$ cat src/rtl/irq_prio_ctl.sv
module irq_prio_ctl #(
  parameter int PRI_W   = 3,
  parameter int VEC_W   = 8,
  parameter int NMI_VEC = 2
) (
  input  logic              clk,
  input  logic              rst_n,
  input  logic [11:0]       req_i,
  input  logic              nmi_i,
  input  logic              nest_en_i,
  input  logic              slave_en_i,
  input  logic              cfg_we_i,
  input  logic [3:0]        cfg_sel_i,
  input  logic              cfg_mask_i,
  input  logic [PRI_W-1:0]  cfg_pri_i,
  input  logic              eoi_we_i,
  input  logic [3:0]        eoi_sel_i,
  input  logic              inta_i,
  output logic              irq_o,
  output logic [VEC_W-1:0]  vec_o
);
  localparam int NSRC  = 12;
  localparam int SEL_W = 4;
  localparam int LVL_W = PRI_W + 1;
  localparam logic [LVL_W-1:0] LVL_NONE = LVL_W'(1 << PRI_W);

  logic [NSRC-1:0]             mask_q, isr_q, cand, isr_set, isr_clr;
  logic [NSRC-1:0][PRI_W-1:0]  pri_q;
  logic                        nmi_q, nmi_pend_q;
  logic [LVL_W-1:0]            best, svc;
  logic [SEL_W-1:0]            win_idx;
  logic                        found, present_m, ack;

  function automatic logic [VEC_W-1:0] src_vec(input logic [SEL_W-1:0] idx);
    case (idx)
      4'd0:    src_vec = VEC_W'(8);
      4'd1:    src_vec = VEC_W'(18);
      4'd2:    src_vec = VEC_W'(19);
      4'd3:    src_vec = VEC_W'(10);
      4'd4:    src_vec = VEC_W'(11);
      4'd5:    src_vec = VEC_W'(12);
      4'd6:    src_vec = VEC_W'(13);
      4'd7:    src_vec = VEC_W'(14);
      4'd8:    src_vec = VEC_W'(15);
      4'd9:    src_vec = VEC_W'(17);
      4'd10:   src_vec = VEC_W'(20);
      4'd11:   src_vec = VEC_W'(16);
      default: src_vec = '0;
    endcase
  endfunction

  assign cand = req_i & ~mask_q & ~isr_q;

  always_comb begin
    best    = LVL_NONE;
    svc     = LVL_NONE;
    win_idx = '0;
    found   = 1'b0;
    for (int i = 0; i < NSRC; i++) begin
      if (cand[i] && ({1'b0, pri_q[i]} < best)) begin
        best    = {1'b0, pri_q[i]};
        win_idx = SEL_W'(i);
        found   = 1'b1;
      end
      if (isr_q[i] && ({1'b0, pri_q[i]} < svc))
        svc = {1'b0, pri_q[i]};
    end
  end

  assign present_m = found & ~slave_en_i & (nest_en_i ? (best < svc) : (isr_q == '0));
  assign irq_o     = nmi_pend_q | present_m;
  assign ack       = inta_i & irq_o;
  assign vec_o     = !ack ? '0 : (nmi_pend_q ? VEC_W'(NMI_VEC) : src_vec(win_idx));

  assign isr_set = (ack && !nmi_pend_q) ? (NSRC'(1) << win_idx) : '0;
  assign isr_clr = (eoi_we_i && eoi_sel_i < SEL_W'(NSRC)) ? (NSRC'(1) << eoi_sel_i) : '0;

  always_ff @(posedge clk) begin
    if (!rst_n) begin
      mask_q     <= '1;
      pri_q      <= '1;
      isr_q      <= '0;
      nmi_q      <= 1'b0;
      nmi_pend_q <= 1'b0;
    end else begin
      nmi_q <= nmi_i;
      isr_q <= (isr_q & ~isr_clr) | isr_set;
      if (cfg_we_i && cfg_sel_i < SEL_W'(NSRC)) begin
        mask_q[cfg_sel_i] <= cfg_mask_i;
        pri_q[cfg_sel_i]  <= cfg_pri_i;
      end
      if (nmi_i && !nmi_q)
        nmi_pend_q <= 1'b1;
      else if (ack && nmi_pend_q)
        nmi_pend_q <= 1'b0;
    end
  end
endmodule


$ cat config.mk
export PLATFORM = sky130hd
export DESIGN_NAME = irq_prio_ctl
export DESIGN_NICKNAME = d
export VERILOG_FILES = /design/src/rtl/irq_prio_ctl.sv
export SDC_FILE = /design/constraint.sdc
export NUM_CORES = 1
export LEC_CHECK = 0
export ABC_AREA = 1
export ABC_CLOCK_PERIOD_IN_PS = 20600
export BUFFER_PORTS_ARGS = -buffer_cell sky130_fd_sc_hd__buf_2
export CAP_MARGIN = 5
export CORE_MARGIN = 5
export CORE_UTILIZATION = 60
export CTS_CLUSTER_SIZE = 30
export DETAILED_ROUTE_END_ITERATION = 8
export PLACE_DENSITY_LB_ADDON = 0.12
export SLEW_MARGIN = 20
export SYNTH_ARGS = -nofsm -noshare
export SYNTH_HDL_FRONTEND = slang
export SYNTH_SLANG_ARGS = --single-unit
$ cat constraint.sdc
create_clock -name clk -period 20.6 [get_ports clk]
set_input_delay 4.12 -clock clk [delete_from_list [all_inputs] [get_ports clk]]
set_output_delay 4.12 -clock clk [all_outputs]
set_load 0.02 [all_outputs]
Yosys cells after proc, flatten, opt, wreduce, memory -nomap -nowiden --
Memories as Yosys holds them, arrays and structs flattened. Cells that the tools add are included.
Word-level totals: flip-flop bits (word level) 62, ROM bits 80, bits of input ports 32, output and inout bits 9, word-level logic and storage cells 150, memories kept 1
Cells by class: magnitude comparators 27, shift operators 2, muxes and demuxes 60, bitwise logic cells 12, reduce and logical (&&, ||, !) cells 32
Memories:
- (name not given) | depth 16, bits a word 5, rd ports 1, clocked after Yosys merged registers in 0, write ports 0, RTL line 35 | case (idx)
Operator list (number):
- two-way mux 4 bit | 34
- less-than comparator 3 x 4 -> 1 bit | 22
- bitwise AND 12 bit | 3
- bitwise mux 36 bit | 1
- NOT 12 bit | 3
- logical AND 1 bit | 28
- two-way mux 12 bit | 2
- left shift 1 x 4 -> 12 bit, first input constant | 2
- two-way mux 1 bit | 17
- two-way mux 8 bit | 2
- bitwise mux 12 bit | 1
- demux 3 bit (select 4 bit) | 1
- zero test 12 bit | 1
- OR 12 bit | 1
- less-than comparator 4 bit, second input constant | 2
- less-than comparator 4 x 5 -> 1 bit, second input constant | 1
- demux 1 bit (select 4 bit) | 1
- greater-or-equal comparator 4 x 1 -> 1 bit, second input constant | 1
- less-than comparator 4 bit | 1
- bitwise AND 1 bit | 3
- two-way mux 3 bit | 1
- zero test 1 bit | 2
- nonzero test 2 bit | 1
- NOT 1 bit | 1
- OR 1 bit | 1

Depth between registers and ports, before layout --
word-level depth 45, gate-level depth with buffers 103, gate-level depth less buffers 102

Worst setup path before layout --
No wires, ideal clock.
path type input to output, start in req_i[0], end out vec_o[1], data arrival time 14432 ps, data required time 16480 ps, path slack 2048 ps, stages on the path 91, path buffers 0, cells stage by stage inv_1 nor2_1 nand2_2 inv_2 nand2_1 ha_1 nand2_1 nand2_1 nand2_1 nand2_2 o21ai_0 ha_1 a21boi_0 nand2_1 nand3_2 o21ai_0 ha_1 nand2_1 (+55 left out) o21ai_0 ha_1 nand2_1 nand2_1 nand2_2 nand3_2 nor2_1 a21oi_1 ha_1 nand2_1 nand2_1 nand2_1 nand2_1 nand2_2 nand2_1 nand2_1 nand2_1 a31oi_1
Between the ends: longest elaborated chain between the ends 42, elaborated cells between the ends (all ways) 68, those cells by class order compare (12); mux (38); bitwise (6); reduce/logical (11); memory (1)
RTL lines:
- from (decl) | RTL line 8 | input logic [11:0] req_i,
- bitwise AND 12 bit (*) (2 in a row) | RTL line 52 | assign cand = req_i & ~mask_q & ~isr_q;
- two-way mux 4 bit | RTL line 60 | if (cand[i] && ({1'b0, pri_q[i]} < best)) begin
- less-than comparator 3 x 4 -> 1 bit | RTL line 60
- logical AND 1 bit | RTL line 60
- two-way mux 4 bit | RTL line 60
- less-than comparator 3 x 4 -> 1 bit | RTL line 60
- logical AND 1 bit | RTL line 60
- two-way mux 4 bit | RTL line 60
- (+26 left out)
- two-way mux 4 bit | RTL line 60
- less-than comparator 4 bit | RTL line 70 | assign present_m = found & ~slave_en_i & (nest_en_i ? (best < svc) : (isr_q == '0));
- two-way mux 1 bit | RTL line 70
- bitwise AND 1 bit (*) | RTL line 70
- OR 1 bit (*) | RTL line 71 | assign irq_o = nmi_pend_q | present_m;
- named net irq_o | RTL line 19 | output logic irq_o,
- bitwise AND 1 bit (*) | RTL line 72 | assign ack = inta_i & irq_o;
- two-way mux 8 bit (*) | RTL line 73 | assign vec_o = !ack ? '0 : (nmi_pend_q ? VEC_W'(NMI_VEC) : src_vec(win_idx));
- to (decl) | RTL line 20 | output logic [VEC_W-1:0] vec_o
Mark *: on every way through the listed nets, which the timed path passes. The rest lies on a longest branch.

Worst setup path in the final report --
start in req_i[0], end out vec_o[4]
Between the ends: longest elaborated chain between the ends 42, elaborated cells between the ends (all ways) 68, those cells by class order compare (12); mux (38); bitwise (6); reduce/logical (11); memory (1)
RTL lines (RTL line):
- bitwise AND 12 bit (*) (2 in a row) | 52
- two-way mux 4 bit | 60
- less-than comparator 3 x 4 -> 1 bit | 60
- logical AND 1 bit | 60
- two-way mux 4 bit | 60
- less-than comparator 3 x 4 -> 1 bit | 60
- logical AND 1 bit | 60
- two-way mux 4 bit | 60
- (+25 left out)
- logical AND 1 bit | 60
- two-way mux 4 bit | 60
- less-than comparator 4 bit | 70
- two-way mux 1 bit | 70
- bitwise AND 1 bit | 70
- OR 1 bit | 71
- bitwise AND 1 bit | 72
- two-way mux 8 bit (*) | 73
Every way passes the cells marked *; elsewhere a longest branch is shown, timed or not.

==> impl_metrics.env <==
export IMPL_clk_pin_slew_worst_paths_ns=0.07
export IMPL_yosysTopAreaCell="dfxtp_1"
export IMPL_cp_start_kind="primary input"
export IMPL_cts_tree="built"
export IMPL_rows=34
export IMPL_drv_slew=0
export IMPL_rsz0062_at_grt="no"
export IMPL_period_needed_ns=19.51
export IMPL_core_area_sq_um=8680
export IMPL_fmax_mhz=51.2
export IMPL_wirelength_microns=14200
export IMPL_period_share_pct=94.7
export IMPL_met3_usage_pct=5.15
export IMPL_clkSinkCount=62
export IMPL_internal_power_mw=0.186
export IMPL_sw_frac_of_total_pct=32.7
export IMPL_yosys_warnings=0
export IMPL_critPathKind="in2out"
export IMPL_wl_per_cell_microns=13.7
export IMPL_grt_met2_usage_pct=41.3
export IMPL_ir_worst_vdd_uv=41.0
export IMPL_ios=41
export IMPL_cp_data_required_time_ns=16.48
export IMPL_multi_input_area_sq_um=3520
export IMPL_run_status="finished, final reports clean"
export IMPL_max_stage_delay_ns=0.33
export IMPL_hold_buffers=0
export IMPL_whs_ns=0.418
export IMPL_vias_per_cell=5.45
export IMPL_avgSynthCellArea_sq_um=6.02
export IMPL_ys_types=33
export IMPL_cp_end_kind="primary output"
export IMPL_syn2layout_area_growth_pct=8.10
export IMPL_grt_busiest_layer="met2"
export IMPL_initial_core_util_pct=61.4
export IMPL_ant_nets=0
export IMPL_clock_power_share_pct=34.0
export IMPL_cts_htree_levels=3
export IMPL_antenna_found_initial=0
export IMPL_drt_iter0_markers=372
export IMPL_worst_path_buf_inv=12
export IMPL_hold_path_class="reg2reg"
export IMPL_hpwl_microns=11200
export IMPL_cp_arrival_ns=15.39
export IMPL_final_setup_skew_ns=0.0143
export IMPL_setup_viol=0
export IMPL_grt_use_total_pct=25.6
export IMPL_drive_above_1_share_pct=11.3
export IMPL_synth_top_area_share_pct=23.3
export IMPL_path_max_fanout=8
export IMPL_maxSlewHeadroom_pct=39.3
export IMPL_cts_buffers=9
export IMPL_synth_area_leaders="dfxtp_1 23%, nand2_1 20%, ha_1 11%"
export IMPL_powerDensity_nw_per_um2=47.9
export IMPL_drv_cap=0
export IMPL_setup_tns_final_ns=0
export IMPL_p_comb_share_pct=20.9
export IMPL_grt_pass1_wl_microns=23300
export IMPL_grt_pass1_vias=5053
export IMPL_vias=5648
export IMPL_grt_max_degree=40
export IMPL_insertion_delay_ns=0.35
export IMPL_seqCellArea_sq_um=1240
export IMPL_dieHeight_microns=104
export IMPL_seqPwrFrac_pct=45.1
export IMPL_synthCells=885
export IMPL_p_leak_nw=3.19
export IMPL_syn_cell_area_sq_um=5330
export IMPL_p_switching_mw=0.0904
export IMPL_grt_util_met1_pct=34.4
export IMPL_numPortBuffers=37
export IMPL_clockRootBuffer="clkbuf_8"
export IMPL_hold_violations=0
export IMPL_max_clock_path_buffers=2
export IMPL_ys_seq_elements=62
export IMPL_slowest_stage="ha_1"
export IMPL_tightest_slew_ns=0.909
export IMPL_crit_family="simple AND/OR/NAND/NOR gates"
export IMPL_die_area_sq_um=10900
export IMPL_drcViolationCount=0
export IMPL_cpMostUsedCell="nand2_1"
export IMPL_drt_first_pass_iters=5
export IMPL_place_congestion=0.978
export IMPL_grt_overflow=0
export IMPL_fp_dieW_microns=104
export IMPL_yosysSeqAreaShare_pct=23.3
export IMPL_final_nets=1003
export IMPL_fillCellCount=823
export IMPL_num_antenna_cells=0
## layer usage
metal	vias to the layer above	part of all wire, %
li1	2908	-
met1	2539	45
met2	179	47
met3	22	7.0
met4	0	1.4
met5	-	0
## per-stage QoR
step / setup WS, ns / power, mW / cell area, sq um / std cells / util, %
2_1_floorplan: 2.05 / 0.170 / 5340 / 887 / -
5_1_grt: 0.0138 / 0.293 / 5760 / 1037 / 66.4
3_3_place_gp: 1.26 / 0.182 / 5570 / 1018 / 64.2
6_report: 1.09 / 0.276 / 5760 / 1037 / 66.4
3_5_place_dp: 0.541 / 0.184 / 5570 / 1018 / 64.2
4_1_cts: 0.515 / 0.277 / 5740 / 1034 / 66.1
## cell type report
type                            count  area share (%)
Tap cell                          108            2.34
Clock inverter                      5           0.630
Sequential cell                    62            21.5
Timing Repair Buffer               40            3.60
Multi-Input combinational cell    681            61.1
Inverter                          130            8.47
Clock buffer                       11            2.28
## cell families after synthesis
group | Yosys count | share of synthesized area [%]
AND/OR/NAND/NOR | 517 | 42.9
buffers and inverters | 144 | 10.8
AO/OA/AOI/OAI | 114 | 11.9
flip-flops | 62 | 23.3
adder cells (fa/ha/maj) | 47 | 11.0
other | 1 | 0.0703
## timing repair
item	4_1_cts	5_1_grt
gates resized for setup	0	9
setup endpoints to repair	0	6
setup buffers	0	3
## cell usage after synthesis (all sizes together)
master,count
conb,1
clkinv,5
o32ai,1
clkbuf,9
nand3b,1
a21oi,36
nor3,5
o211ai,8
buf,4
nand3,95
o21ai,59
nand4,9
ha,47
nand2,310
nor3b,5
a21boi,5
inv,125
a31oi,5
nor2,90
and3,2
dlygate4sd3,1
dfxtp,62
## path summary, 6_finish.rpt
path	start	end	slack [ns]	cells past startpoint
hold / removal	nmi_q	nmi_pend_q	0.42	1
setup / recovery	req_i[0]	vec_o[4]	1.09	89
hold reg to reg	nmi_q	nmi_pend_q	0.42	1
setup reg to reg	isr_q[0]	isr_q[6]	8.72	76
## power groups by stage
stage	logic [mW]	clock network [mW]	registers, mW
final	0.0578	0.0938	0.125
after global routing	0.0663	0.102	0.125
after CTS	0.0571	0.0956	0.125
after detailed placement	0.0568	0	0.127
after global placement	0.0547	0	0.127
after floorplan	0.0431	0	0.126
## state kept, by name, indices dropped and copies added, names as in the netlist
| signal | count |
|---|---|
| nmi_q | 1 |
| pri_q | 36 |
| nmi_pend_q | 1 |
| mask_q | 12 |
| isr_q | 12 |
## placed cells by master (no fill, tap or decap), drive strengths merged, types with 2 or more instances in the layout
cell type    n
o211ai       8
and3         2
clkbuf      11
dfxtp       62
nand4        9
clkinvlp     3
buf         40
nand2      310
a21boi       5
conb         3
inv        125
a21oi       36
nor2        90
nor3b        5
clkinv       7
ha          47
a31oi        5
o21ai       59
nand3       95
nor3         5
Note: power is estimated with default switching activity, not from simulation.
